### src/rtl/lcd_sbus_pkg.sv
package lcd_sbus_pkg;

  typedef enum logic [1:0] {
    PH_IDLE   = 2'd0,
    PH_SETUP  = 2'd1,
    PH_STROBE = 2'd2,
    PH_HOLD   = 2'd3
  } phase_t;

  localparam int REG_AW = 3;
  localparam int WORD_W = 32;

  localparam logic [REG_AW-1:0] A_WWORD = 3'd0;
  localparam logic [REG_AW-1:0] A_RARM  = 3'd1;
  localparam logic [REG_AW-1:0] A_STAT  = 3'd2;
  localparam logic [REG_AW-1:0] A_WTRIG = 3'd3;
  localparam logic [REG_AW-1:0] A_RTRIG = 3'd4;

  localparam int B_VALID = 28;  // write word must carry this bit
  localparam int B_DSEL  = 24;  // data (1) vs index (0); read arm flag
  localparam int B_GO    = 0;   // trigger start bit
  localparam int B_SUB   = 1;   // trigger panel select
  localparam int B_BUSY  = 1;   // status busy
  localparam int B_ERR   = 2;   // status sticky error

  typedef struct packed {
    logic rd;
    logic sub;
    logic rs;
  } cmd_t;

endpackage

### src/rtl/lcd_sbus_regs.sv
module lcd_sbus_regs
  import lcd_sbus_pkg::*;
#(
  parameter int DATA_W = 16
) (
  input  logic              clk,
  input  logic              rst_n,
  input  logic              cpu_we,
  input  logic [REG_AW-1:0] cpu_addr,
  input  logic [WORD_W-1:0] cpu_wdata,
  output logic [WORD_W-1:0] cpu_rdata,
  input  logic              busy,
  input  logic [DATA_W-1:0] rd_capture,
  output logic              go,
  output cmd_t              go_cmd,
  output logic [DATA_W-1:0] go_data
);

  logic [WORD_W-1:0] wword_q, wword_d;
  logic              wword_en;
  logic              rarm_q, rarm_d, rarm_en;
  logic              err_q, err_d, err_en;
  logic              trig_w, trig_r, trig_any;

  always_comb begin
    trig_w   = cpu_we && (cpu_addr == A_WTRIG) && cpu_wdata[B_GO];
    trig_r   = cpu_we && (cpu_addr == A_RTRIG) && cpu_wdata[B_GO];
    trig_any = trig_w || trig_r;

    go = !busy && ((trig_w && wword_q[B_VALID]) || (trig_r && rarm_q));
    go_cmd.rd  = trig_r;
    go_cmd.sub = cpu_wdata[B_SUB];
    go_cmd.rs  = trig_r ? 1'b1 : wword_q[B_DSEL];
    go_data    = wword_q[DATA_W-1:0];

    wword_en = cpu_we && (cpu_addr == A_WWORD);
    wword_d  = cpu_wdata;
    rarm_en  = cpu_we && (cpu_addr == A_RARM);
    rarm_d   = cpu_wdata[B_DSEL];

    err_en = 1'b0;
    err_d  = err_q;
    if (trig_any && busy) begin
      err_en = 1'b1;
      err_d  = 1'b1;
    end else if (cpu_we && (cpu_addr == A_STAT) && cpu_wdata[B_ERR]) begin
      err_en = 1'b1;
      err_d  = 1'b0;
    end
  end

  always_ff @(posedge clk or negedge rst_n) begin
    if (!rst_n) begin
      wword_q <= '0;
      rarm_q  <= 1'b0;
      err_q   <= 1'b0;
    end else begin
      if (wword_en) wword_q <= wword_d;
      if (rarm_en)  rarm_q  <= rarm_d;
      if (err_en)   err_q   <= err_d;
    end
  end

  always_comb begin
    cpu_rdata = '0;
    unique case (cpu_addr)
      A_WWORD: cpu_rdata = wword_q;
      A_RARM: begin
        cpu_rdata[DATA_W-1:0] = rd_capture;
        cpu_rdata[B_DSEL]     = rarm_q;
      end
      A_STAT: begin
        cpu_rdata[B_BUSY] = busy;
        cpu_rdata[B_ERR]  = err_q;
      end
      default: cpu_rdata = '0;
    endcase
  end

  // a start request that collides with a running cycle raises the error flag
  assert_err_on_collision_R7: assert property (@(posedge clk) disable iff (!rst_n)
    (cpu_we && (cpu_addr == A_WTRIG || cpu_addr == A_RTRIG) && cpu_wdata[B_GO] && busy)
      |=> (cpu_rdata[B_ERR] || cpu_addr != A_STAT) && err_q);

endmodule

### src/rtl/lcd_sbus_seq.sv
module lcd_sbus_seq
  import lcd_sbus_pkg::*;
#(
  parameter int DATA_W     = 16,
  parameter int SETUP_CYC  = 1,
  parameter int STROBE_CYC = 2,
  parameter int HOLD_CYC   = 1
) (
  input  logic              clk,
  input  logic              rst_n,
  input  logic              go,
  input  cmd_t              go_cmd,
  input  logic [DATA_W-1:0] go_data,
  output logic              busy,
  output logic [DATA_W-1:0] rd_capture,
  output logic              lcd_cs_main_n,
  output logic              lcd_cs_sub_n,
  output logic              lcd_rs,
  output logic              lcd_wr_n,
  output logic              lcd_rd_n,
  output logic [DATA_W-1:0] lcd_d_out,
  output logic              lcd_d_oe,
  input  logic [DATA_W-1:0] lcd_d_in
);

  localparam int MAX_A = (SETUP_CYC > STROBE_CYC) ? SETUP_CYC : STROBE_CYC;
  localparam int MAX_C = (MAX_A > HOLD_CYC) ? MAX_A : HOLD_CYC;
  localparam int CNT_W = $clog2(MAX_C + 1);
  localparam logic [CNT_W-1:0] SETUP_LD  = CNT_W'(SETUP_CYC - 1);
  localparam logic [CNT_W-1:0] STROBE_LD = CNT_W'(STROBE_CYC - 1);
  localparam logic [CNT_W-1:0] HOLD_LD   = CNT_W'(HOLD_CYC - 1);

  phase_t            ph_q, ph_d;
  logic [CNT_W-1:0]  cnt_q, cnt_d;
  cmd_t              cmd_q, cmd_d;
  logic [DATA_W-1:0] dat_q, dat_d, cap_q, cap_d;
  logic              load_en, cap_en, last;

  always_comb begin
    last    = (cnt_q == '0);
    ph_d    = ph_q;
    cnt_d   = cnt_q;
    load_en = 1'b0;
    cap_en  = 1'b0;
    unique case (ph_q)
      PH_IDLE: if (go) begin
        ph_d    = PH_SETUP;
        cnt_d   = SETUP_LD;
        load_en = 1'b1;
      end
      PH_SETUP: if (last) begin
        ph_d  = PH_STROBE;
        cnt_d = STROBE_LD;
      end else cnt_d = cnt_q - 1'b1;
      PH_STROBE: if (last) begin
        ph_d   = PH_HOLD;
        cnt_d  = HOLD_LD;
        cap_en = cmd_q.rd;
      end else cnt_d = cnt_q - 1'b1;
      PH_HOLD: if (last) ph_d = PH_IDLE;
               else cnt_d = cnt_q - 1'b1;
      default: ph_d = PH_IDLE;
    endcase
    cmd_d = go_cmd;
    dat_d = go_data;
    cap_d = lcd_d_in;
  end

  always_ff @(posedge clk or negedge rst_n) begin
    if (!rst_n) begin
      ph_q  <= PH_IDLE;
      cnt_q <= '0;
      cmd_q <= '0;
      dat_q <= '0;
      cap_q <= '0;
    end else begin
      ph_q  <= ph_d;
      cnt_q <= cnt_d;
      if (load_en) begin
        cmd_q <= cmd_d;
        dat_q <= dat_d;
      end
      if (cap_en) cap_q <= cap_d;
    end
  end

  always_comb begin
    busy          = (ph_q != PH_IDLE);
    rd_capture    = cap_q;
    lcd_cs_main_n = !(busy && !cmd_q.sub);
    lcd_cs_sub_n  = !(busy && cmd_q.sub);
    lcd_rs        = busy && cmd_q.rs;
    lcd_wr_n      = !((ph_q == PH_STROBE) && !cmd_q.rd);
    lcd_rd_n      = !((ph_q == PH_STROBE) && cmd_q.rd);
    lcd_d_oe      = busy && !cmd_q.rd;
    lcd_d_out     = lcd_d_oe ? dat_q : '0;
  end

  // never both panels selected
  assert_single_select_R4: assert property (@(posedge clk) disable iff (!rst_n)
    !(!lcd_cs_main_n && !lcd_cs_sub_n));

  // write and read strobes never overlap, and a strobe only within a select
  assert_strobe_exclusive_R5: assert property (@(posedge clk) disable iff (!rst_n)
    (!lcd_wr_n || !lcd_rd_n) |-> (!(!lcd_wr_n && !lcd_rd_n) && !(lcd_cs_main_n && lcd_cs_sub_n)));

  // bus contents frozen for the length of one cycle
  assert_bus_frozen_R9: assert property (@(posedge clk) disable iff (!rst_n)
    (busy && $past(busy)) |-> ($stable(lcd_d_out) && $stable(lcd_rs) && $stable(lcd_cs_sub_n)));

  // captured read data only moves when a read strobe ends
  assert_capture_hold_R6: assert property (@(posedge clk) disable iff (!rst_n)
    !(lcd_rd_n == 1'b0 && ph_d == PH_HOLD) |=> $stable(rd_capture));

endmodule

### src/rtl/lcd_sbus_port.sv
module lcd_sbus_port
  import lcd_sbus_pkg::*;
#(
  parameter int DATA_W     = 16,
  parameter int SETUP_CYC  = 1,
  parameter int STROBE_CYC = 2,
  parameter int HOLD_CYC   = 1
) (
  input  logic              clk,
  input  logic              rst_n,
  input  logic              cpu_we,
  input  logic [2:0]        cpu_addr,
  input  logic [31:0]       cpu_wdata,
  output logic [31:0]       cpu_rdata,
  output logic              lcd_cs_main_n,
  output logic              lcd_cs_sub_n,
  output logic              lcd_rs,
  output logic              lcd_wr_n,
  output logic              lcd_rd_n,
  output logic [DATA_W-1:0] lcd_d_out,
  output logic              lcd_d_oe,
  input  logic [DATA_W-1:0] lcd_d_in
);

  logic              rst_meta, rst_s;
  logic              go, busy;
  cmd_t              go_cmd;
  logic [DATA_W-1:0] go_data, rd_capture;

  always_ff @(posedge clk or negedge rst_n) begin
    if (!rst_n) begin
      rst_meta <= 1'b0;
      rst_s    <= 1'b0;
    end else begin
      rst_meta <= 1'b1;
      rst_s    <= rst_meta;
    end
  end

  lcd_sbus_regs #(.DATA_W(DATA_W)) u_regs (
    .clk        (clk),
    .rst_n      (rst_s),
    .cpu_we     (cpu_we),
    .cpu_addr   (cpu_addr),
    .cpu_wdata  (cpu_wdata),
    .cpu_rdata  (cpu_rdata),
    .busy       (busy),
    .rd_capture (rd_capture),
    .go         (go),
    .go_cmd     (go_cmd),
    .go_data    (go_data)
  );

  lcd_sbus_seq #(
    .DATA_W     (DATA_W),
    .SETUP_CYC  (SETUP_CYC),
    .STROBE_CYC (STROBE_CYC),
    .HOLD_CYC   (HOLD_CYC)
  ) u_seq (
    .clk           (clk),
    .rst_n         (rst_s),
    .go            (go),
    .go_cmd        (go_cmd),
    .go_data       (go_data),
    .busy          (busy),
    .rd_capture    (rd_capture),
    .lcd_cs_main_n (lcd_cs_main_n),
    .lcd_cs_sub_n  (lcd_cs_sub_n),
    .lcd_rs        (lcd_rs),
    .lcd_wr_n      (lcd_wr_n),
    .lcd_rd_n      (lcd_rd_n),
    .lcd_d_out     (lcd_d_out),
    .lcd_d_oe      (lcd_d_oe),
    .lcd_d_in      (lcd_d_in)
  );

  // an accepted start shows up as busy on the following cycle
  assert_busy_after_go_R2: assert property (@(posedge clk) disable iff (!rst_s)
    go |=> busy);

  // idle means an undriven, deselected bus
  assert_idle_quiet_R1: assert property (@(posedge clk) disable iff (!rst_s)
    !busy |-> (lcd_cs_main_n && lcd_cs_sub_n && lcd_wr_n && lcd_rd_n && !lcd_d_oe));

endmodule

### config.mk
export PLATFORM = sky130hd
export DESIGN_NAME = lcd_sbus_port
export DESIGN_NICKNAME = d
export VERILOG_FILES = /design/src/rtl/lcd_sbus_pkg.sv /design/src/rtl/lcd_sbus_regs.sv /design/src/rtl/lcd_sbus_seq.sv /design/src/rtl/lcd_sbus_port.sv
export SDC_FILE = /design/constraint.sdc
export NUM_CORES = 1
export LEC_CHECK = 0
export CAP_MARGIN = 20
export CELL_PAD_IN_SITES_DETAIL_PLACEMENT = 1
export CELL_PAD_IN_SITES_GLOBAL_PLACEMENT = 2
export CORE_MARGIN = 2
export CORE_UTILIZATION = 29
export DETAILED_ROUTE_END_ITERATION = 12
export GPL_ROUTABILITY_DRIVEN = 0
export GPL_TIMING_DRIVEN = 0
export HOLD_SLACK_MARGIN = 0.1
export PLACE_DENSITY = 0.8
export SYNTH_ARGS = -nofsm -noshare
export SYNTH_HDL_FRONTEND = slang
export SYNTH_HIERARCHICAL = 1
export SYNTH_SLANG_ARGS = --single-unit
### constraint.sdc
create_clock -name clk -period 2.4 [get_ports clk]
set_input_delay 0.6 -clock clk [delete_from_list [all_inputs] [get_ports clk]]
set_output_delay 0.6 -clock clk [all_outputs]
set_load 0.03 [all_outputs]
==> flow_metrics.env <==
export IMPL_cts_buffers=9
export IMPL_pwr_share_comb=0.379
export IMPL_grt_pass1_vias=3021
export IMPL_cap_violations=0
export IMPL_htreeDepth=3
export IMPL_postPlaceCellArea_sq_mm=0.00517
export IMPL_seqPwrFrac=0.354
export IMPL_ant_nets=0
export IMPL_p_sw_frac=0.318
export IMPL_die_h_um=119
export IMPL_crit_fanout=7
export IMPL_num_antenna_cells=0
export IMPL_syn_nets=349
export IMPL_crit_path_start_kind="input pin"
export IMPL_period_needed_ps=2300
export IMPL_grt_max_degree=49
export IMPL_dp_hpwl_um=7300
export IMPL_portBuffers=106
export IMPL_clkSinkCount=75
export IMPL_fin_hold_ws_ps=252
export IMPL_design_area_sq_mm=0.00555
export IMPL_internal_power_mw=3.24
export IMPL_power_density_mw_per_mm2=857
export IMPL_row_count=42
export IMPL_firstDrtPassIters=4
export IMPL_ir_worst_vdd_v=0.000313
export IMPL_initial_core_util=0.294
export IMPL_pwr_share_clk=0.267
export IMPL_drc=0
export IMPL_clk_latency_ps=340
export IMPL_cp_slowest_cell="clkdlybuf4s18_2"
export IMPL_placed_cells=570
export IMPL_fin_ws_ps=98.5
export IMPL_ys_warn_count=6
export IMPL_synth_area_sq_mm=0.00386
export IMPL_power_switching_mw=1.51
export IMPL_path_cells="buf_2 -> nor3_4 -> buf_4 -> clkbuf_8 -> a22o_1 -> clkdlybuf4s18_2"
export IMPL_power_mw=4.75
export IMPL_path_buf_inv=4
export IMPL_drt_iter0_markers=63
export IMPL_cts_buffer_depth=2
export IMPL_core_sq_mm=0.0131
export IMPL_post_place_ws_ps=-1240
export IMPL_wl_per_cell_um=17.3
export IMPL_antenna_found_initial=0
export IMPL_grt_ovfl_total=0
export IMPL_ys_types=37
export IMPL_path_delay_family="buffers and inverters"
export IMPL_grt_first_pass_wirelength_um=16700
export IMPL_fmax_mhz=435
export IMPL_holdBufCountCts=0
export IMPL_crit_type="in2out"
export IMPL_crit_arrival_ps=1700
export IMPL_hp_class="reg2async"
export IMPL_finalMaxSlewViolations=0
export IMPL_final_fill_count=1430
export IMPL_avgViaCountPerCell=4.43
export IMPL_instances_no_fill=603
export IMPL_root_buffer="clkbuf_16"
export IMPL_post_route_period_util=0.959
export IMPL_vias=2669
export IMPL_grt_use_total=0.155
export IMPL_cts_tree="done"
export IMPL_yosysSeqAreaShare=0.486
export IMPL_die_area_sq_mm=0.0142
export IMPL_areaGrowthSynthToFinish_pct=43.7
export IMPL_endpoint_kind="output pin"
export IMPL_syn_inst=287
export IMPL_routed_wl_um=10400
export IMPL_die_width_um=119
export IMPL_rsz0062_at_grt="false"
export IMPL_final_hold_viol_count=0
export IMPL_synth_seq_cells=75
export IMPL_final_nets=484
export IMPL_drive_gt1_frac=0.482
export IMPL_status="finished, final reports clean"
export IMPL_fin_skew_ps=4.01
export IMPL_max_stage_delay_ps=300
export IMPL_ios=108
export IMPL_setup_violations_final=0
export IMPL_worstPathRequired_ps=1800
export IMPL_utilization=0.422
export IMPL_fin_tns_setup_ps=0
export IMPL_clkTransAtPathRegs_ps=60
export IMPL_avgSynthCellArea_sq_um=13.4
export IMPL_p_leak_nw=2.68
## logic make-up (layout without fill, tap and decap cells)
logic type,count (synthesis),in the layout,synth area share
AO/OA/AOI/OAI,28,28,0.0564
adder cells (fa/ha/maj),8,8,0.0259
buffers and inverters,38,178,0.0765
flip-flops,75,75,0.486
multiplexers,71,71,0.245
other,1,1,0.000972
AND/OR/NAND/NOR,66,66,0.109
## final cells by class
type                            count  area (sq um)  share of cell area
Inverter                            7          26.3             0.00474
Sequential cell                    75          1880               0.339
Multi-Input combinational cell    174          1740               0.314
Timing Repair Buffer              125          1100               0.198
Clock inverter                      4          25.0             0.00451
Clock buffer                       12           256              0.0462
Tap cell                          176           220              0.0397
Buffer                             30           302              0.0544
## sequential cells by signal, indices dropped and copies added (netlist names), 2 cells and up
name	count
u_regs/wword_q	32
u_seq/dat_q	16
u_seq/rd_capture	16
u_seq/cmd_q	3
u_seq/cnt_q	2
u_seq/ph_q	2
## cell usage in the layout, fill, tap and decap left out, types with 2 or more instances in the layout
cell / count
clkinvlp_4: 2
mux2_4: 40
clkinv_2: 2
or2_2: 4
clkbuf_16: 9
clkbuf_8: 5
a22o_1: 17
mux2_1: 2
dlygate4sd2_1: 4
nand2b_1: 3
nor2b_1: 2
mux2i_1: 2
o21ai_0: 3
and2_4: 10
dfrtp_1: 74
and2_1: 23
ha_1: 7
buf_4: 34
and3_1: 3
buf_6: 15
clkdlybuf4s15_2: 3
mux2_2: 27
buf_8: 2
clkbuf_4: 2
inv_1: 5
clkdlybuf4s50_1: 50
inv_2: 2
a21oi_1: 3
nor2_1: 2
buf_12: 5
nand2_1: 9
buf_2: 34
## worst register-to-register path: stages (launching register included)
cell and delay, ps:
dfrtp_1 390, inv_2 90, ha_4 170, inv_1 120, a21oi_2 210, nand2_4 160, buf_6 190, mux2_1 350
## repair_timing
item,4_1_cts,5_1_grt
gates resized for setup,303,8
cloned,3,0
pin swaps,6,1
setup endpoints to repair,56,25
buffers inserted,12,3
## Yosys cell counts
library cell,count,area (sq um)
dfrtp_1,75,1880
mux2_4,40,601
and2_1,32,200
mux2_2,27,304
buf_4,19,143
a22o_1,17,149
nand2_1,9,33.8
ha_1,8,100
inv_1,7,26.3
a21oi_1,4,20.0
buf_6,4,45.0
or2_2,4,25.0
and3_1,3,18.8
buf_12,3,60.1
clkbuf_1,3,11.3
nand2b_1,3,18.8
nor2_1,3,11.3
o21ai_0,3,15.0
buf_2,2,10.0
mux2_1,2,22.5
mux2i_1,2,20.0
nor2b_1,2,12.5
a221o_1,1,10.0
a22oi_1,1,7.51
and2_4,1,8.76
and3b_1,1,8.76
conb_1,1,3.75
nand2_4,1,11.3
nand3_1,1,5.00
nand3_4,1,17.5
nand3b_1,1,7.51
nand4_1,1,6.26
nor3_1,1,5.00
nor3_4,1,16.3
nor3b_2,1,12.5
o2111ai_1,1,8.76
o21bai_1,1,7.51
## routing by layer
metal	global-route usage	vias up	part of all wire
li1	-	1244	-
met1	0.186	1337	0.42
met2	0.263	75	0.51
met3	0.0441	13	0.054
met4	0.0632	0	0.017
met5	0	-	0
## power groups by stage
stage / Clock (mW) / Combinational (mW) / Sequential (mW)
final: 1.27 / 1.80 / 1.68
after global placement: 0 / 1.46 / 1.71
after global routing: 1.37 / 1.94 / 1.72
after CTS: 1.32 / 1.77 / 1.68
after detailed placement: 0 / 1.53 / 1.71
after floorplan: 0 / 1.02 / 1.66
## worst paths after layout
kind                                        end  slack (ps)  cells past startpoint     startpoint
max in group asynchronous        u_seq/dat_q[5]        1590                      1          rst_s
min in group clk                          rst_s         360                      0       rst_meta
setup / recovery                   cpu_rdata[8]         100                      6    cpu_addr[1]
setup reg to reg                 u_seq/dat_q[7]         590                      7  u_seq/ph_q[0]
hold / removal             u_seq/rd_capture[14]         250                      0          rst_s
hold reg to reg            u_seq/rd_capture[14]         250                      0          rst_s
(Power assumes the default switching activity.)
